**src/rtl/sio_pkg.sv**
```systemverilog
`timescale 1ns/1ps
package sio_pkg;
   // offsets inside the sixteen-byte register page
   localparam int OFS_TEST  = 0;
   localparam int OFS_CTRL  = 1;
   localparam int OFS_IDX   = 2;
   localparam int OFS_DATA  = 3;
   localparam int OFS_PORT0 = 4;
   localparam int OFS_RAM0  = 8;

   typedef struct packed {
      logic test;
      logic ctrl;
      logic idx;
      logic data;
      logic port;
      logic ram;
      logic boot;
   } sio_hit_t;
endpackage

```
**src/rtl/sio_decode.sv**
```systemverilog
`timescale 1ns/1ps
module sio_decode import sio_pkg::*; #(
   parameter int AW       = 16,
   parameter int ROM_AW   = 6,
   parameter int NPORTS   = 4,
   parameter int REG_BASE = 'hF0,
   localparam int PW      = $clog2(NPORTS)
) (
   input  logic [AW-1:0] addr,
   output sio_hit_t      hit,
   output logic [PW-1:0] port_sel
);
   localparam logic [AW-1:0] BASE = AW'(REG_BASE);

   logic       in_page;
   logic [3:0] ofs;

   assign in_page = (addr[AW-1:4] == BASE[AW-1:4]);
   assign ofs     = addr[3:0];

   always_comb begin
      hit      = '0;
      hit.test = in_page && (int'(ofs) == OFS_TEST);
      hit.ctrl = in_page && (int'(ofs) == OFS_CTRL);
      hit.idx  = in_page && (int'(ofs) == OFS_IDX);
      hit.data = in_page && (int'(ofs) == OFS_DATA);
      hit.port = in_page && (int'(ofs) >= OFS_PORT0) && (int'(ofs) < OFS_PORT0 + NPORTS);
      hit.ram  = !in_page || (int'(ofs) == OFS_RAM0) || (int'(ofs) == OFS_RAM0 + 1);
      hit.boot = &addr[AW-1:ROM_AW];
   end

   assign port_sel = PW'(int'(ofs) - OFS_PORT0);
endmodule

```
**src/rtl/sio_mailbox.sv**
```systemverilog
`timescale 1ns/1ps
module sio_mailbox #(
   parameter int NPORTS  = 4,
   parameter int DW      = 8,
   parameter int GROUP   = 2,
   localparam int PW     = $clog2(NPORTS),
   localparam int NGRP   = NPORTS / GROUP
) (
   input  logic            clk,
   input  logic            rst_n,
   input  logic            host_wr,
   input  logic [PW-1:0]   host_sel,
   input  logic [DW-1:0]   host_wdata,
   output logic [DW-1:0]   host_rdata,
   input  logic            snd_wr,
   input  logic [PW-1:0]   snd_sel,
   input  logic [DW-1:0]   snd_wdata,
   output logic [DW-1:0]   h2s_rd,
   input  logic [NGRP-1:0] clr_grp
);
   logic [NPORTS-1:0][DW-1:0] h2s;   // host writes, sound reads
   logic [NPORTS-1:0][DW-1:0] s2h;   // sound writes, host reads

   always_ff @(posedge clk or negedge rst_n) begin
      if (!rst_n) begin
         h2s <= '0;
         s2h <= '0;
      end else begin
         for (int p = 0; p < NPORTS; p++) begin
            if (clr_grp[p / GROUP])
               h2s[p] <= '0;
            else if (host_wr && host_sel == PW'(p))
               h2s[p] <= host_wdata;
            if (snd_wr && snd_sel == PW'(p))
               s2h[p] <= snd_wdata;
         end
      end
   end

   assign h2s_rd     = h2s[snd_sel];
   assign host_rdata = s2h[host_sel];

   for (genvar p = 0; p < NPORTS; p++) begin : g_chk

      s2h_clear_immune_chk: assert property (@(posedge clk) disable iff (!rst_n)
         (|clr_grp && !(snd_wr && snd_sel == PW'(p))) |=> $stable(s2h[p]));

      clr_wins_chk: assert property (@(posedge clk) disable iff (!rst_n)
         clr_grp[p / GROUP] |=> (h2s[p] == '0));

      own_side_chk: assert property (@(posedge clk) disable iff (!rst_n)
         ((!host_wr || host_sel != PW'(p)) && !clr_grp[p / GROUP]) |=> $stable(h2s[p]));
   end
endmodule

```
**src/rtl/sio_dsp_window.sv**
```systemverilog
`timescale 1ns/1ps
module sio_dsp_window #(
   parameter int DW     = 8,
   parameter int DSP_AW = 7
) (
   input  logic              clk,
   input  logic              rst_n,
   input  logic              idx_wr,
   input  logic              data_wr,
   input  logic [DW-1:0]     wdata,
   output logic [DW-1:0]     idx_rd,
   output logic [DSP_AW-1:0] dsp_addr,
   output logic              dsp_wr,
   output logic [DW-1:0]     dsp_wdata
);
   logic [DSP_AW-1:0] idx_q;
   logic              lock_q;

   always_ff @(posedge clk or negedge rst_n) begin
      if (!rst_n) begin
         idx_q  <= '0;
         lock_q <= 1'b0;
      end else if (idx_wr) begin
         idx_q  <= wdata[DSP_AW-1:0];
         lock_q <= wdata[DW-1];
      end
   end

   assign idx_rd    = DW'(idx_q);
   assign dsp_addr  = idx_q;
   assign dsp_wr    = data_wr && !lock_q;
   assign dsp_wdata = wdata;


   lock_blocks_chk: assert property (@(posedge clk) disable iff (!rst_n)
      (data_wr && $past(idx_wr && wdata[DW-1])) |-> !dsp_wr);

   idx_track_chk: assert property (@(posedge clk) disable iff (!rst_n)
      $past(idx_wr) |-> (dsp_addr == $past(wdata[DSP_AW-1:0])));
endmodule

```
**src/rtl/sio_boot_rom.sv**
```systemverilog
`timescale 1ns/1ps
module sio_boot_rom #(
   parameter int DW     = 8,
   parameter int ROM_AW = 6,
   parameter int MUL    = 29,
   parameter int SEED   = 90,
   localparam int DEPTH = 1 << ROM_AW
) (
   input  logic [ROM_AW-1:0] idx,
   output logic [DW-1:0]     data
);
   if (DEPTH > 4096) begin : g_bad_depth
      $error("boot ROM depth too large");
   end

   logic [DW-1:0] tbl [DEPTH];

   for (genvar k = 0; k < DEPTH; k++) begin : g_tbl
      assign tbl[k] = DW'(k * MUL + SEED);
   end

   assign data = tbl[idx];
endmodule

```
**src/rtl/sound_io_regs.sv**
```systemverilog
`timescale 1ns/1ps
module sound_io_regs import sio_pkg::*; #(
   parameter int AW        = 16,
   parameter int DW        = 8,
   parameter int NPORTS    = 4,
   parameter int CLR_GROUP = 2,
   parameter int CLR_LSB   = 4,
   parameter int BOOT_BIT  = 7,
   parameter int DSP_AW    = 7,
   parameter int ROM_AW    = 6,
   parameter int REG_BASE  = 'hF0,
   localparam int PW       = $clog2(NPORTS),
   localparam int NGRP     = NPORTS / CLR_GROUP
) (
   input  logic              clk,
   input  logic              rst_n,
   input  logic [AW-1:0]     snd_addr,
   input  logic [DW-1:0]     snd_wdata,
   input  logic              snd_wr,
   input  logic              snd_rd,
   output logic [DW-1:0]     snd_rdata,
   output logic              snd_claim,
   output logic              snd_ram_wr,
   input  logic [PW-1:0]     host_sel,
   input  logic              host_wr,
   input  logic [DW-1:0]     host_wdata,
   output logic [DW-1:0]     host_rdata,
   output logic [DSP_AW-1:0] dsp_addr,
   output logic              dsp_wr,
   output logic [DW-1:0]     dsp_wdata,
   input  logic [DW-1:0]     dsp_rdata
);
   localparam logic [AW-1:0] A_TEST = AW'(REG_BASE + OFS_TEST);
   localparam logic [AW-1:0] A_CTRL = AW'(REG_BASE + OFS_CTRL);
   localparam logic [AW-1:0] A_IDX  = AW'(REG_BASE + OFS_IDX);

   // elaboration-time parameter checks
   if (NPORTS < 2 || (1 << PW) != NPORTS) begin : g_bad_ports
      $error("NPORTS must be a power of two, at least 2");
   end
   if (NPORTS % CLR_GROUP != 0) begin : g_bad_group
      $error("NPORTS must be a multiple of CLR_GROUP");
   end
   if (CLR_LSB + NGRP > DW || BOOT_BIT >= DW) begin : g_bad_ctrl
      $error("control fields exceed data width");
   end
   if (DW < DSP_AW + 1) begin : g_bad_dsp
      $error("data width must hold index plus lock flag");
   end
   if (OFS_PORT0 + NPORTS > OFS_RAM0) begin : g_bad_map
      $error("ports overlap RAM bytes in the page");
   end

   sio_hit_t      hit;
   logic [PW-1:0] port_sel;

   sio_decode #(.AW(AW), .ROM_AW(ROM_AW), .NPORTS(NPORTS), .REG_BASE(REG_BASE)) u_dec (
      .addr     (snd_addr),
      .hit      (hit),
      .port_sel (port_sel)
   );

   // control register: only the boot-map bit is stored, clears are pulses
   logic            boot_en_q;
   logic            ctrl_wr;
   logic [NGRP-1:0] clr_grp;

   assign ctrl_wr = snd_wr && hit.ctrl;
   assign clr_grp = ctrl_wr ? snd_wdata[CLR_LSB +: NGRP] : '0;

   always_ff @(posedge clk or negedge rst_n) begin
      if (!rst_n)
         boot_en_q <= 1'b1;
      else if (ctrl_wr)
         boot_en_q <= snd_wdata[BOOT_BIT];
   end

   logic [DW-1:0] h2s_rd;

   sio_mailbox #(.NPORTS(NPORTS), .DW(DW), .GROUP(CLR_GROUP)) u_mbox (
      .clk        (clk),
      .rst_n      (rst_n),
      .host_wr    (host_wr),
      .host_sel   (host_sel),
      .host_wdata (host_wdata),
      .host_rdata (host_rdata),
      .snd_wr     (snd_wr && hit.port),
      .snd_sel    (port_sel),
      .snd_wdata  (snd_wdata),
      .h2s_rd     (h2s_rd),
      .clr_grp    (clr_grp)
   );

   logic [DW-1:0] idx_rd;

   sio_dsp_window #(.DW(DW), .DSP_AW(DSP_AW)) u_dsp (
      .clk       (clk),
      .rst_n     (rst_n),
      .idx_wr    (snd_wr && hit.idx),
      .data_wr   (snd_wr && hit.data),
      .wdata     (snd_wdata),
      .idx_rd    (idx_rd),
      .dsp_addr  (dsp_addr),
      .dsp_wr    (dsp_wr),
      .dsp_wdata (dsp_wdata)
   );

   logic [DW-1:0] rom_byte;

   sio_boot_rom #(.DW(DW), .ROM_AW(ROM_AW)) u_rom (
      .idx  (snd_addr[ROM_AW-1:0]),
      .data (rom_byte)
   );

   // read source selection
   logic [DW-1:0] rd_val;
   logic          rd_claim;

   always_comb begin
      rd_val   = '0;
      rd_claim = 1'b0;
      if (hit.test || hit.ctrl) begin
         rd_claim = 1'b1;
      end else if (hit.idx) begin
         rd_claim = 1'b1;
         rd_val   = idx_rd;
      end else if (hit.data) begin
         rd_claim = 1'b1;
         rd_val   = dsp_rdata;
      end else if (hit.port) begin
         rd_claim = 1'b1;
         rd_val   = h2s_rd;
      end else if (hit.boot && boot_en_q) begin
         rd_claim = 1'b1;
         rd_val   = rom_byte;
      end
   end

   always_ff @(posedge clk or negedge rst_n) begin
      if (!rst_n) begin
         snd_rdata <= '0;
         snd_claim <= 1'b0;
      end else begin
         snd_rdata <= snd_rd ? rd_val : '0;
         snd_claim <= snd_rd && rd_claim;
      end
   end

   assign snd_ram_wr = snd_wr && hit.ram;


   wo_zero_chk: assert property (@(posedge clk) disable iff (!rst_n)
      $past(snd_rd && (snd_addr == A_TEST || snd_addr == A_CTRL)) |-> (snd_rdata == '0 && snd_claim));

   idx_msb_chk: assert property (@(posedge clk) disable iff (!rst_n)
      $past(snd_rd && snd_addr == A_IDX) |-> !snd_rdata[DW-1]);

   boot_write_chk: assert property (@(posedge clk) disable iff (!rst_n)
      (snd_wr && (&snd_addr[AW-1:ROM_AW])) |-> snd_ram_wr);

   boot_off_chk: assert property (@(posedge clk) disable iff (!rst_n)
      $past(snd_rd && (&snd_addr[AW-1:ROM_AW]) && !boot_en_q) |-> !snd_claim);
endmodule

```
**config.mk**
```make
export PLATFORM = sky130hd
export DESIGN_NAME = sound_io_regs
export DESIGN_NICKNAME = d
export VERILOG_FILES = /design/src/rtl/sio_pkg.sv /design/src/rtl/sio_decode.sv /design/src/rtl/sio_mailbox.sv /design/src/rtl/sio_dsp_window.sv /design/src/rtl/sio_boot_rom.sv /design/src/rtl/sound_io_regs.sv
export SDC_FILE = /design/constraint.sdc
export NUM_CORES = 1
export LEC_CHECK = 0
export ABC_AREA = 1
export BUFFER_PORTS_ARGS = -buffer_cell sky130_fd_sc_hd__buf_2
export CAP_MARGIN = 20
export CELL_PAD_IN_SITES_DETAIL_PLACEMENT = 1
export CELL_PAD_IN_SITES_GLOBAL_PLACEMENT = 2
export CORE_AREA = 5 5 129 131
export CTS_BUF_LIST = sky130_fd_sc_hd__clkbuf_4 sky130_fd_sc_hd__clkbuf_8
export DETAILED_ROUTE_END_ITERATION = 10
export DIE_AREA = 0 0 134 136
export PLACE_DENSITY = 0.74
export SLEW_MARGIN = 20
export SYNTH_ARGS = -nofsm -noshare
export SYNTH_HDL_FRONTEND = slang
export SYNTH_SLANG_ARGS = --single-unit
```
**constraint.sdc**
```tcl
create_clock -name clk -period 2.3 [get_ports clk]
set_input_delay 0.23 -clock clk [delete_from_list [all_inputs] [get_ports clk]]
set_output_delay 0.23 -clock clk [all_outputs]
set_load 0.005 [all_outputs]
```
==> impl_metrics.toml <==
[outcome]
outcome = "complete, no violations"

[final_layout]
nets = 714
diodes = 0
syn_to_final_growth_pct = 16.50
fill_cells = 1912
layout_common_cells = "nand2_1, dfrtp_1, buf_2"
final_common_cell = "nand2_1"
layout-drive-gt1-share_pct = 20.09

[placement]
gp_congestion = 0.8001
place_ws_ns = 0.2219
hpwl_mm = 10.94
portBuffers = 80

[power]
p_sw_share_pct = 30.19
p_int_mw = 2.123
power.total_mw = 3.041
p_clk_share_pct = 33.3
combPwrFrac_pct = 14.7
vdd_drop_max_uv = 204.3
cellLeakagePower_nw = 2.701
p_seq_share_pct = 52.0
power_density_nw_per_um2 = 578.4
p_sw_mw = 0.9179

[synth]
avgSynthCellArea_um2 = 7.795
synth-seq-area-share_pct = 45.49
synth_nets = 636
syn_inst = 579
yosys_warnings = 0
synth_cell_type_count = 33
synth-seq-cells = 82
syn-cell-area_um2 = 4513

[critical_path]
critical_path_class = "in -> out"
slowest_delay_ns = 0.37
path_cells = "buf_2, clkinv_1, nor2_1, inv_1, nor2_1, o21ai_0, inv_1, buf_2"
worstPathArrival_ns = 1.81
critical_path.top_delay_family = "buffers and inverters"
reg2reg_to = "snd_rdata[1]$_DFF_PN0_"
setup.worst_path.start_class = "input pin"
crit_buf_inv = 5
reg2reg_slack_ns = 0.59
r2r-start = "boot_en_q$_DFFE_PN1P_"
reg2regPathDepth = 5
cpMaxStageDelayCell = "nor2_1"
required_ns = 2.07
crit_path_max_fanout = 14
end_kind = "output port"

[worst_hold_path]
hold_end = "snd_claim$_DFF_PN0_"
holdPathStages = 2
min_path_type = "in -> reg"
min_from = "snd_rd"

[floorplan]
die-area_um2 = 18220
num_rows = 46
fp.dieW_um = 134
die_y_um = 136
num_io_pins = 81
start_util_pct = 29.15
core_um2 = 15480

[clock_tree]
clk_latency_ns = 0.38
clock_path_buffers = 2
clkSinkCount = 82
cts_setup_buffers = 0
cts.clk_slew.worst_paths_ns = 0.08
cts_buffers = 9
cts_tree = "yes"
cts_max_level = 3
cts_root_buffer = "clkbuf_8"

[timing]
final-setup-viol-count = 0
fin_skew_ns = 0.01105
period_share_pct = 88.57
slew_headroom_pct = 62.46
slew_violations = 0
period_minus_slack_ns = 2.037
worst_pin_slew_ns = 0.5631
hold_ws_ns = 0.09877
fin_setup_tns_ns = 0
max_freq_mhz = 490.9
hold_viol_final = 0
rsz0062_at_grt = "no"
setup_ws_ns = 0.2630

[detailed_routing]
wl_per_cell_um = 16.85
avgViaCountPerCell = 4.830
drc = 0
ant_nets = 0
wirelength_mm = 14.39
dr_total_vias = 4125
first_iter_violations = 217
first_pass_iters = 5

[global_routing]
first_global_vias = 4483
grt_max_degree = 44
grt_usage_pct = 16.60
grt_pass1_wl_mm = 23.87
grt.overflow.total = 0
antenna_found_initial = 0

[flow_run]
max_cap_viol_count = 0
==> per-layer routing <==
metal	GRT usage [%]	part of all wire, %	vias up	routed length (um)
met1	22.05	48	1982	6885
li1	-	-	2056	-
met5	0	0	-	0
met3	3.590	3.7	9	539
met2	27.40	48	78	6838
met4	4.629	0.90	0	129
==> flip-flops by register name, summed over array words and instances (netlist names) <==
signal	cells
u_mbox.h2s	32
u_dsp.dsp_addr	7
u_mbox.s2h	32
boot_en_q	1
snd_rdata	8
u_dsp.lock_q	1
snd_claim	1
==> power groups by stage <==
stage,sequential (mW),clock (mW),combinational [mW]
6_report,1.58,1.01,0.446
2_1_floorplan,1.59,0,0.267
5_1_grt,1.59,1.11,0.514
4_1_cts,1.58,1.05,0.457
3_5_place_dp,1.61,0,0.453
3_3_place_gp,1.61,0,0.436
==> cell usage after synthesis (all sizes together) <==
| library cell | count | area, um^2 |
|---|---|---|
| o22ai | 5 | 31.28 |
| a21oi | 14 | 70.07 |
| clkbuf | 7 | 26.28 |
| nor3 | 4 | 31.28 |
| dfrtp | 81 | 2027 |
| dfstp | 1 | 26.28 |
| o211ai | 1 | 7.510 |
| clkinv | 5 | 20.01 |
| or2 | 1 | 6.260 |
| nand4 | 5 | 31.28 |
| a22oi | 15 | 112.6 |
| nand2 | 189 | 734.4 |
| ha | 10 | 125.1 |
| inv | 35 | 131.4 |
| nand3b | 2 | 15.01 |
| buf | 18 | 162.7 |
| nand3 | 32 | 220.2 |
| o21ai | 95 | 486.7 |
| nor2 | 56 | 225.2 |
| nor3b | 1 | 7.510 |
| o21a | 2 | 15.01 |
==> worst reg2reg max path, stage by stage (launching register included) <==
cell and delay (ns):
dfstp_2 0.57, nand3_1 0.08, nor2_1 0.40, inv_1 0.19
o21a_1 0.24, a21oi_1 0.14
==> logic make-up after synthesis <==
family / share of synthesized area [%]
simple gates: 28.17
compound gates: 16.02
flops: 45.49
buf+inv: 7.541
fa+ha+maj: 2.772
==> worst max path at each step <==
stage | from | endpoint | slack, ns | cells past startpoint
6_report | snd_addr[3] | snd_ram_wr | 0.26 | 8
5_1_grt | snd_addr[3] | snd_ram_wr | 0.09 | 8
4_1_cts | snd_addr[3] | snd_ram_wr | 0.27 | 8
3_5_place_dp | snd_addr[0] | u_mbox.h2s[8]$_DFFE_PN0P_ | 0.22 | 10
3_3_place_gp | snd_addr[0] | u_mbox.h2s[29]$_DFFE_PN0P_ | 0.27 | 10
2_1_floorplan | snd_addr[0] | snd_rdata[6]$_DFF_PN0_ | 0.29 | 10
==> through the flow <==
stage          cells  area, um^2  util, %
6_report         854        5258    33.96
2_1_floorplan    579        4513        -
4_1_cts          854        5258    33.96
3_5_place_dp     837        5062    32.70
3_3_place_gp     837        5062    32.70
5_1_grt          854        5258    33.96
==> layout make-up <==
class	instances	area, um^2	area share, %
inverter	40	151.4	2.880
timing repair buffer	92	508.0	9.662
clock buffer	10	137.6	2.618
tap	192	240.2	4.569
clock inverter	6	47.55	0.9043
multi-input combinational	432	2120	40.31
sequential	82	2053	39.05
==> repair_timing <==
action,4_1_cts,5_1_grt
endpoints found under the hold margin,38,0
hold buffers,1,0
gates resized for setup,0,0
Note: power is estimated with default switching activity, not from simulation.
